==> src/rtl/auxpwr_pkg.sv <==
package auxpwr_pkg;
  localparam int REG_W   = 8;
  // bit positions inside the power control register (software decodes these)
  localparam int PB_SMOD = 7;
  localparam int PB_POF  = 4;
  localparam int PB_GF1  = 3;
  localparam int PB_GF0  = 2;
  localparam int PB_PD   = 1;
  localparam int PB_IDL  = 0;
  localparam int AB_AO   = 0;

  typedef struct packed {
    logic smod;
    logic pof;
    logic gf1;
    logic gf0;
    logic pd;
    logic idl;
  } pwr_bits_t;

  function automatic logic [REG_W-1:0] pack_pwr(input pwr_bits_t b);
    logic [REG_W-1:0] v;
    v          = '0;
    v[PB_SMOD] = b.smod;
    v[PB_POF]  = b.pof;
    v[PB_GF1]  = b.gf1;
    v[PB_GF0]  = b.gf0;
    v[PB_PD]   = b.pd;
    v[PB_IDL]  = b.idl;
    return v;
  endfunction
endpackage

==> src/rtl/auxpwr_aux_reg.sv <==
module auxpwr_aux_reg
  import auxpwr_pkg::*;
#(
  parameter int ADDR_W = 8,
  parameter logic [ADDR_W-1:0] AUX_ADDR = 8'h8E
) (
  input  logic              clk,
  input  logic              rst_por,
  input  logic              rst_warm,
  input  logic [ADDR_W-1:0] sfr_addr,
  input  logic              sfr_wr,
  input  logic [REG_W-1:0]  sfr_wdata,
  output logic              ao_q
);
  logic hit;
  assign hit = sfr_wr && (sfr_addr == AUX_ADDR);

  always_ff @(posedge clk) begin
    if (rst_por || rst_warm) ao_q <= 1'b0;
    else if (hit)            ao_q <= sfr_wdata[AB_AO];
  end


  aux_warm_clear_chk: assert property (@(posedge clk) disable iff (rst_por)
    rst_warm |=> !ao_q);
endmodule

==> src/rtl/auxpwr_pwr_reg.sv <==
module auxpwr_pwr_reg
  import auxpwr_pkg::*;
#(
  parameter int ADDR_W = 8,
  parameter logic [ADDR_W-1:0] PWR_ADDR = 8'h87
) (
  input  logic              clk,
  input  logic              rst_por,
  input  logic              rst_warm,
  input  logic [ADDR_W-1:0] sfr_addr,
  input  logic              sfr_wr,
  input  logic [REG_W-1:0]  sfr_wdata,
  input  logic              wake,
  output pwr_bits_t         bits_q
);
  logic hit;
  assign hit = sfr_wr && (sfr_addr == PWR_ADDR);

  always_ff @(posedge clk) begin
    if (rst_por) begin
      bits_q     <= '0;
      bits_q.pof <= 1'b1;
    end else if (rst_warm) begin
      bits_q.smod <= 1'b0;
      bits_q.gf1  <= 1'b0;
      bits_q.gf0  <= 1'b0;
      bits_q.pd   <= 1'b0;
      bits_q.idl  <= 1'b0;
    end else begin
      if (hit) begin
        bits_q.smod <= sfr_wdata[PB_SMOD];
        bits_q.pof  <= sfr_wdata[PB_POF];
        bits_q.gf1  <= sfr_wdata[PB_GF1];
        bits_q.gf0  <= sfr_wdata[PB_GF0];
        bits_q.pd   <= sfr_wdata[PB_PD];
        bits_q.idl  <= sfr_wdata[PB_IDL];
      end
      if (wake) begin
        bits_q.pd  <= 1'b0;
        bits_q.idl <= 1'b0;
      end
    end
  end


  pof_warm_keep_chk: assert property (@(posedge clk) disable iff (rst_por)
    rst_warm |=> (bits_q.pof == $past(bits_q.pof)) && !bits_q.pd && !bits_q.idl);

  pof_sticky_chk: assert property (@(posedge clk) disable iff (rst_por)
    (bits_q.pof && !(hit && !rst_warm && !sfr_wdata[PB_POF])) |=> bits_q.pof);

  wake_clear_chk: assert property (@(posedge clk) disable iff (rst_por)
    wake |=> !bits_q.pd && !bits_q.idl);
endmodule

==> src/rtl/auxpwr_ale_gate.sv <==
module auxpwr_ale_gate (
  input  logic clk,
  input  logic rst_por,
  input  logic ale_raw,
  input  logic ext_access,
  input  logic ao,
  output logic ale_out
);
  logic open_gate;
  assign open_gate = !ao || ext_access;

  always_ff @(posedge clk) begin
    if (rst_por) ale_out <= 1'b0;
    else         ale_out <= ale_raw && open_gate;
  end


  ale_held_chk: assert property (@(posedge clk) disable iff (rst_por)
    (ao && !ext_access) |=> !ale_out);

  ale_pass_chk: assert property (@(posedge clk) disable iff (rst_por)
    (!ao || ext_access) |=> (ale_out == $past(ale_raw)));
endmodule

==> src/rtl/auxpwr_ctl.sv <==
module auxpwr_ctl
  import auxpwr_pkg::*;
#(
  parameter int ADDR_W = 8,
  parameter logic [ADDR_W-1:0] AUX_ADDR = 8'h8E,
  parameter logic [ADDR_W-1:0] PWR_ADDR = 8'h87
) (
  input  logic              clk,
  input  logic              rst_por,
  input  logic              rst_warm,
  input  logic [ADDR_W-1:0] sfr_addr,
  input  logic              sfr_wr,
  input  logic [REG_W-1:0]  sfr_wdata,
  output logic [REG_W-1:0]  sfr_rdata,
  input  logic              ale_raw,
  input  logic              ext_access,
  input  logic              wake,
  output logic              ale_out,
  output logic              baud_double,
  output logic              pd_req,
  output logic              idle_req
);
  logic      ao_q;
  pwr_bits_t pbits;
  logic [REG_W-1:0] rd_next;

  auxpwr_aux_reg #(.ADDR_W(ADDR_W), .AUX_ADDR(AUX_ADDR)) u_aux (
    .clk(clk), .rst_por(rst_por), .rst_warm(rst_warm), .sfr_addr(sfr_addr),
    .sfr_wr(sfr_wr), .sfr_wdata(sfr_wdata), .ao_q(ao_q));

  auxpwr_pwr_reg #(.ADDR_W(ADDR_W), .PWR_ADDR(PWR_ADDR)) u_pwr (
    .clk(clk), .rst_por(rst_por), .rst_warm(rst_warm), .sfr_addr(sfr_addr),
    .sfr_wr(sfr_wr), .sfr_wdata(sfr_wdata), .wake(wake), .bits_q(pbits));

  auxpwr_ale_gate u_gate (
    .clk(clk), .rst_por(rst_por), .ale_raw(ale_raw), .ext_access(ext_access),
    .ao(ao_q), .ale_out(ale_out));

  always_comb begin
    rd_next = '0;
    if (sfr_addr == PWR_ADDR)      rd_next = pack_pwr(pbits);
    else if (sfr_addr == AUX_ADDR) rd_next[AB_AO] = ao_q;
  end

  always_ff @(posedge clk) begin
    if (rst_por) sfr_rdata <= '0;
    else         sfr_rdata <= rd_next;
  end

  assign baud_double = pbits.smod;
  assign pd_req      = pbits.pd;
  assign idle_req    = pbits.idl && !pbits.pd;


  pwr_unused_zero_chk: assert property (@(posedge clk) disable iff (rst_por)
    (sfr_addr == PWR_ADDR) |=> (sfr_rdata[6:5] == 2'b00));

  foreign_read_zero_chk: assert property (@(posedge clk) disable iff (rst_por)
    (sfr_addr != PWR_ADDR && sfr_addr != AUX_ADDR) |=> (sfr_rdata == '0));

  sleep_excl_chk: assert property (@(posedge clk) disable iff (rst_por)
    !(pd_req && idle_req));
endmodule

==> config.mk <==
export PLATFORM = sky130hd
export DESIGN_NAME = auxpwr_ctl
export DESIGN_NICKNAME = d
export VERILOG_FILES = /design/src/rtl/auxpwr_pkg.sv /design/src/rtl/auxpwr_aux_reg.sv /design/src/rtl/auxpwr_pwr_reg.sv /design/src/rtl/auxpwr_ale_gate.sv /design/src/rtl/auxpwr_ctl.sv
export SDC_FILE = /design/constraint.sdc
export NUM_CORES = 1
export LEC_CHECK = 0
export ABC_AREA = 0
export BUFFER_PORTS_ARGS = -buffer_cell sky130_fd_sc_hd__buf_2
export CAP_MARGIN = 20
export CORE_UTILIZATION = 44
export CTS_BUF_LIST = sky130_fd_sc_hd__clkbuf_2
export CTS_CLUSTER_SIZE = 28
export DETAILED_ROUTE_END_ITERATION = 8
export HOLD_SLACK_MARGIN = 0.05
export MAX_ROUTING_LAYER = met4
export PLACE_DENSITY = 0.89
export RECOVER_POWER = 100
export SLEW_MARGIN = 20
export SYNTH_ARGS = -nofsm -noshare
export SYNTH_HDL_FRONTEND = slang
export SYNTH_SLANG_ARGS = --single-unit
==> constraint.sdc <==
create_clock -name clk -period 1.65 [get_ports clk]
set_input_delay 0.4125 -clock clk [delete_from_list [all_inputs] [get_ports clk]]
set_output_delay 0.4125 -clock clk [all_outputs]
set_load 0.1 [all_outputs]
* Yosys cells after proc, flatten, opt, wreduce, memory -nomap -nowiden
Cells that the tools add are included.
Operators by class: equal/unequal tests 2, bitwise logic cells 2, reduce and logical (&&, ||, !) cells 12, multiplexer cells 2
Operators with widths (number):
- $eq A8 B8 Y1 const B | 2
- $logic_and A1 B1 Y1 | 4
- $reduce_or A2 Y1 | 2
- $reduce_or A3 Y1 | 1
- $logic_not A1 Y1 | 2
- $logic_or A1 B1 Y1 | 2
- $mux W1 | 2
- $not A1 Y1 | 2
- $reduce_and A2 Y1 | 1
Storage, ports and cells: logic and storage cells 28, input port bits 23, bits in registers 16

* Logic depth before layout (Yosys ltp)
word-level depth 3, depth in mapped cells 4, mapped depth without buffers 3

* Cells and area by module
Synthesis repeated with hierarchy kept, for this count alone.
Unflattened totals: cell total of the unflattened synthesis 71, area, all modules 729.4 µm²
Modules (own cells, without submodules):
- auxpwr_pwr_reg | area an instance 311.5 µm², times used 1, cells each 34, sequential area each 120.1 µm²
- auxpwr_ctl | area an instance 302.8 µm², times used 1, cells each 26, sequential area each 120.1 µm²
- auxpwr_aux_reg | area an instance 68.8 µm², times used 1, cells each 8, sequential area each 20.0 µm²
- auxpwr_ale_gate | area an instance 46.3 µm², times used 1, cells each 3, sequential area each 20.0 µm²

* Least setup slack after synthesis
OpenSTA, ideal clock, no wires.
path kind reg2out, from register u_pwr.bits_q[1] (netlist bit), to output port idle_req, setup slack -0.895 ns, cell stages (with the launch flop) 2, arrival 2.133 ns, path through dfxtp_1 nor2b_1
On the way: word-level cells in the longest chain between the ends 2
Ends and longest elaborated chain:
- start: declaration | line auxpwr_pwr_reg.sv:14 | output pwr_bits_t bits_q
- $logic_not A1 Y1 | line auxpwr_ctl.sv:52 | assign idle_req = pbits.idl && !pbits.pd;
- $logic_and A1 B1 Y1 | line auxpwr_ctl.sv:52
- end: declaration | line auxpwr_ctl.sv:21 | output logic idle_req
Every way passes these cells.

* Worst setup path in the final report
from register u_pwr.bits_q[0] (netlist bit), to output port idle_req
On the way: word-level cells in the longest chain between the ends 1
Ends and longest elaborated chain (line):
- $logic_and A1 B1 Y1 | auxpwr_ctl.sv:52
Every way passes these cells.

==> impl_results.html <==
<table>
<tr><th>Metric</th><th>Value</th></tr>
<tr><th colspan="2">Status</th></tr>
<tr><td>Status</td><td>complete, no violations</td></tr>
<tr><th colspan="2">Cells and area</th></tr>
<tr><td>Utilization of the core after routing</td><td>63.4%</td></tr>
<tr><td>Synthesis-to-finish area growth</td><td>33.3%</td></tr>
<tr><td>Share of layout cells above drive strength 1</td><td>40.8%</td></tr>
<tr><td>Final cell count without fillers</td><td>118</td></tr>
<tr><td>Number of antenna diodes</td><td>0</td></tr>
<tr><td>Net count reported at finish</td><td>127</td></tr>
<tr><th colspan="2">Synthesis</th></tr>
<tr><td>Count of state elements after synthesis</td><td>14</td></tr>
<tr><td>Post-Syn Area per Cell</td><td>9.64 sq um</td></tr>
<tr><td>Count of flip-flops with a built-in enable after synthesis</td><td>0</td></tr>
<tr><td>Sequential-to-total area share from yosys stat</td><td>44.7%</td></tr>
<tr><td>Primary FF master, synth</td><td>dfxtp_1</td></tr>
<tr><td>Share of flip-flops with an asynchronous set or reset after synthesis</td><td>0%</td></tr>
<tr><td>Gate count after technology mapping</td><td>65</td></tr>
<tr><td>Count of cell types in the netlist</td><td>26</td></tr>
<tr><td>Synthesis warning total</td><td>0</td></tr>
<tr><td>Post-synth design cell area</td><td>627 sq um</td></tr>
<tr><th colspan="2">Power</th></tr>
<tr><td>Relative contribution of combinational cells to total power</td><td>15.9%</td></tr>
<tr><td>Power share of the sequential group</td><td>58.2%</td></tr>
<tr><td>Leakage power figure</td><td>0.372 nW</td></tr>
<tr><td>Worst supply voltage drop on vdd</td><td>0.306 mV</td></tr>
<tr><td>Part of the power in the clock network</td><td>25.9%</td></tr>
<tr><td>Total power per unit cell area</td><td>698 nW/um^2</td></tr>
<tr><td>Switching fraction of total power</td><td>27.4%</td></tr>
<tr><td>Power spent charging and discharging nets</td><td>160 uW</td></tr>
<tr><td>Int Power</td><td>423 uW</td></tr>
<tr><th colspan="2">Timing</th></tr>
<tr><td>Min cycle time layout</td><td>1.51 ns</td></tr>
<tr><td>Highest achievable clock rate</td><td>661 MHz</td></tr>
<tr><td>Relative slew slack</td><td>64.2%</td></tr>
<tr><td>Number of hold violations in the final report</td><td>0</td></tr>
<tr><td>Pins over their slew limit</td><td>0</td></tr>
<tr><td>Tightest hold margin</td><td>0.367 ns</td></tr>
<tr><td>RSZ-0062 raised after global routing</td><td>no</td></tr>
<tr><td>Slew at the pin closest to its max-slew limit</td><td>0.540 ns</td></tr>
<tr><td>Final-report setup violation count</td><td>0</td></tr>
<tr><td>Share of the cycle needed by the critical path after routing</td><td>91.7%</td></tr>
<tr><td>Final worst clock skew</td><td>0.00857 ns</td></tr>
<tr><td>Setup TNS</td><td>0 ns</td></tr>
<tr><th colspan="2">Clock network</th></tr>
<tr><td>Buffer cell driving the clock tree root</td><td>clkbuf_2</td></tr>
<tr><td>Clock-pin slew of the registers on the worst-case setup and hold paths</td><td>0.13 ns</td></tr>
<tr><td>Number of clock sinks</td><td>14</td></tr>
<tr><td>Count of H-tree levels built during CTS</td><td>1</td></tr>
<tr><td>TritonCTS clock tree</td><td>yes</td></tr>
<tr><td>Number of buffers inserted during clock tree synthesis</td><td>3</td></tr>
<tr><td>Clock latency on the worst-skew pair</td><td>0.26 ns</td></tr>
<tr><td>Number of buffers between clock root and the deepest sink</td><td>2</td></tr>
<tr><th colspan="2">Global routing</th></tr>
<tr><td>Wire length of the first global-routing pass</td><td>2000 microns</td></tr>
<tr><td>Initial antenna violation count</td><td>0</td></tr>
<tr><td>Via count of the first global-routing pass</td><td>508</td></tr>
<tr><td>Largest net degree at the start of global routing</td><td>9</td></tr>
<tr><td>Final global-route overflow total</td><td>0</td></tr>
<tr><td>Combined global-route utilization of all metal layers</td><td>19.8%</td></tr>
<tr><th colspan="2">Drt</th></tr>
<tr><td>Final Routed Wirelength</td><td>1290 microns</td></tr>
<tr><td>DRC errors left</td><td>0</td></tr>
<tr><td>Number of nets with antenna violations after detailed routing</td><td>0</td></tr>
<tr><td>Mean routed wirelength per cell</td><td>11.0 microns</td></tr>
<tr><td>Drt pass-1 iters</td><td>5</td></tr>
<tr><td>Via density</td><td>5.25</td></tr>
<tr><td>Number of violations reported at the end of detailed-routing iteration 0</td><td>10</td></tr>
<tr><td>Vias</td><td>620</td></tr>
<tr><th colspan="2">Critical path</th></tr>
<tr><td>Nature of the critical path endpoint</td><td>output port</td></tr>
<tr><td>Critical path's slowest cell</td><td>dfxtp_1</td></tr>
<tr><td>Data arrival, critical path</td><td>1.10 ns</td></tr>
<tr><td>CP Cell Sequence</td><td>nor2b_2, clkbuf_4</td></tr>
<tr><td>Max stage delay on crit path</td><td>0.38 ns</td></tr>
<tr><td>Critical path class</td><td>register to output port</td></tr>
<tr><td>Largest fanout on the critical path</td><td>3</td></tr>
<tr><td>Setup crit start kind</td><td>register</td></tr>
<tr><td>Worst path required time</td><td>1.24 ns</td></tr>
<tr><th colspan="2">Floorplan</th></tr>
<tr><td>Core area</td><td>1320 sq um</td></tr>
<tr><td>Chip height</td><td>39.7 microns</td></tr>
<tr><td>Initial Utilization</td><td>47.6%</td></tr>
<tr><td>Die Span X</td><td>39.7 microns</td></tr>
<tr><td>Floorplan row count</td><td>13</td></tr>
<tr><td>Die footprint</td><td>1580 sq um</td></tr>
<tr><td>Ports</td><td>35</td></tr>
<tr><th colspan="2">Flow run</th></tr>
<tr><td>Max-cap check violation count</td><td>0</td></tr>
<tr><th colspan="2">Min path</th></tr>
<tr><td>Path class of the lowest-slack min-delay path</td><td>input pin to register</td></tr>
<tr><th colspan="2">Place</th></tr>
<tr><td>Port bufs</td><td>30</td></tr>
<tr><td>DP HPWL</td><td>1060 microns</td></tr>
<tr><td>Cell total after placement</td><td>114</td></tr>
<tr><td>RePlAce Congestion</td><td>0.792</td></tr>
</table>
==> power groups by stage <==
stage / clock (mW) / sequential [mW] / combinational, mW
4_1_cts: 0.160 / 0.340 / 0.0947
3_5_place_dp: 0 / 0.347 / 0.0944
5_1_grt: 0.181 / 0.340 / 0.0999
3_3_place_gp: 0 / 0.347 / 0.0927
2_1_floorplan: 0 / 0.357 / 0.0429
6_report: 0.151 / 0.340 / 0.0926
==> critical path: cells and delay by family (launching register included) <==
kind / cells / cell delay [ns]
DFF: 1 / 0.38
buffers and inverters: 1 / 0.32
and+or+nand+nor: 1 / 0.14
==> per-stage QoR <==
step | power (mW) | cell area [sq um] | worst slack [ns]
6_report | 0.583 | 836 | 0.137
5_1_grt | 0.621 | 836 | 0.0369
4_1_cts | 0.594 | 852 | 0.0117
3_5_place_dp | 0.442 | 833 | -0.0582
3_3_place_gp | 0.440 | 833 | -0.0342
2_1_floorplan | 0.400 | 639 | 0.102
==> path summary, 6_finish.rpt <==
check | from | to | slack (ns) | cells after the start
setup / recovery | u_pwr.bits_q[0]$_SDFFE_PP0P_ | idle_req | 0.14 | 2
hold / removal | ext_access | u_gate.ale_out$_SDFF_PP0_ | 0.37 | 2
setup reg to reg | u_aux.ao_q$_SDFFE_PP0P_ | u_gate.ale_out$_SDFF_PP0_ | 0.93 | 2
hold reg to reg | u_pwr.bits_q[2]$_SDFFE_PP0P_ | sfr_rdata[2]$_SDFF_PP0_ | 0.48 | 1
==> synth_stat cells (all sizes together) (2+ instances only) <==
cell type	instances	area [sq um]
dfxtp	14	280
and2	5	31.3
nand4	5	31.3
o31ai	5	37.5
nor2	4	15.0
a21oi	3	15.0
buf	3	20.0
inv	3	11.3
nor2b	3	18.8
a21boi	2	15.0
mux2i	2	20.0
nand2	2	7.51
nand3	2	10.0
nor3	2	15.0
==> sequential cells by signal, summed over array words and instances (netlist names) <==
signal,count
u_pwr.bits_q,6
u_aux.ao_q,1
u_gate.ale_out,1
sfr_rdata,6
==> layout make-up <==
| cell class | instances | area [sq um] |
|---|---|---|
| tap | 15 | 18.8 |
| clock buffer | 3 | 15.0 |
| clock inverter | 1 | 3.75 |
| multi-input combinational | 46 | 315 |
| fill | 122 | 482 |
| sequential | 14 | 282 |
| inverter | 3 | 11.3 |
| timing repair buffer | 36 | 190 |
==> cells by family (layout without fill, tap and decap cells) <==
| group | Yosys count | in the layout | synth area share (%) |
|---|---|---|---|
| AOI/OAI and AO/OA | 12 | 12 | 13.6 |
| buffers and inverters | 6 | 43 | 4.99 |
| DFF | 14 | 14 | 44.7 |
| muxes | 2 | 2 | 3.19 |
| other | 1 | 2 | 0.598 |
| and+or+nand+nor | 30 | 30 | 32.9 |
==> cells in the final DEF, fill, tap and decap left out, drive strengths merged, types with 2 or more instances in the layout <==
cell	count
nand4	5
inv	3
mux2i	2
clkbuf	16
dfxtp	14
nand3	2
nor3	2
a21oi	3
o31ai	5
nor2	4
and2	5
buf	23
nand2	2
conb	2
nor2b	3
a21boi	2
==> timing repair <==
action,CTS,global route
setup buffers,0,0
endpoints found under the setup margin,0,1
resized for setup,0,1
hold buffers,0,0
==> routing by layer <==
metal | track usage, % | up-vias | routed length (microns)
met2 | 32.0 | 34 | 649
met1 | 21.6 | 273 | 529
met5 | - | - | 0
met4 | 10.3 | 0 | 25
met3 | 6.25 | 4 | 89
li1 | - | 309 | -
No activity file was read; power rests on OpenSTA's default activity.
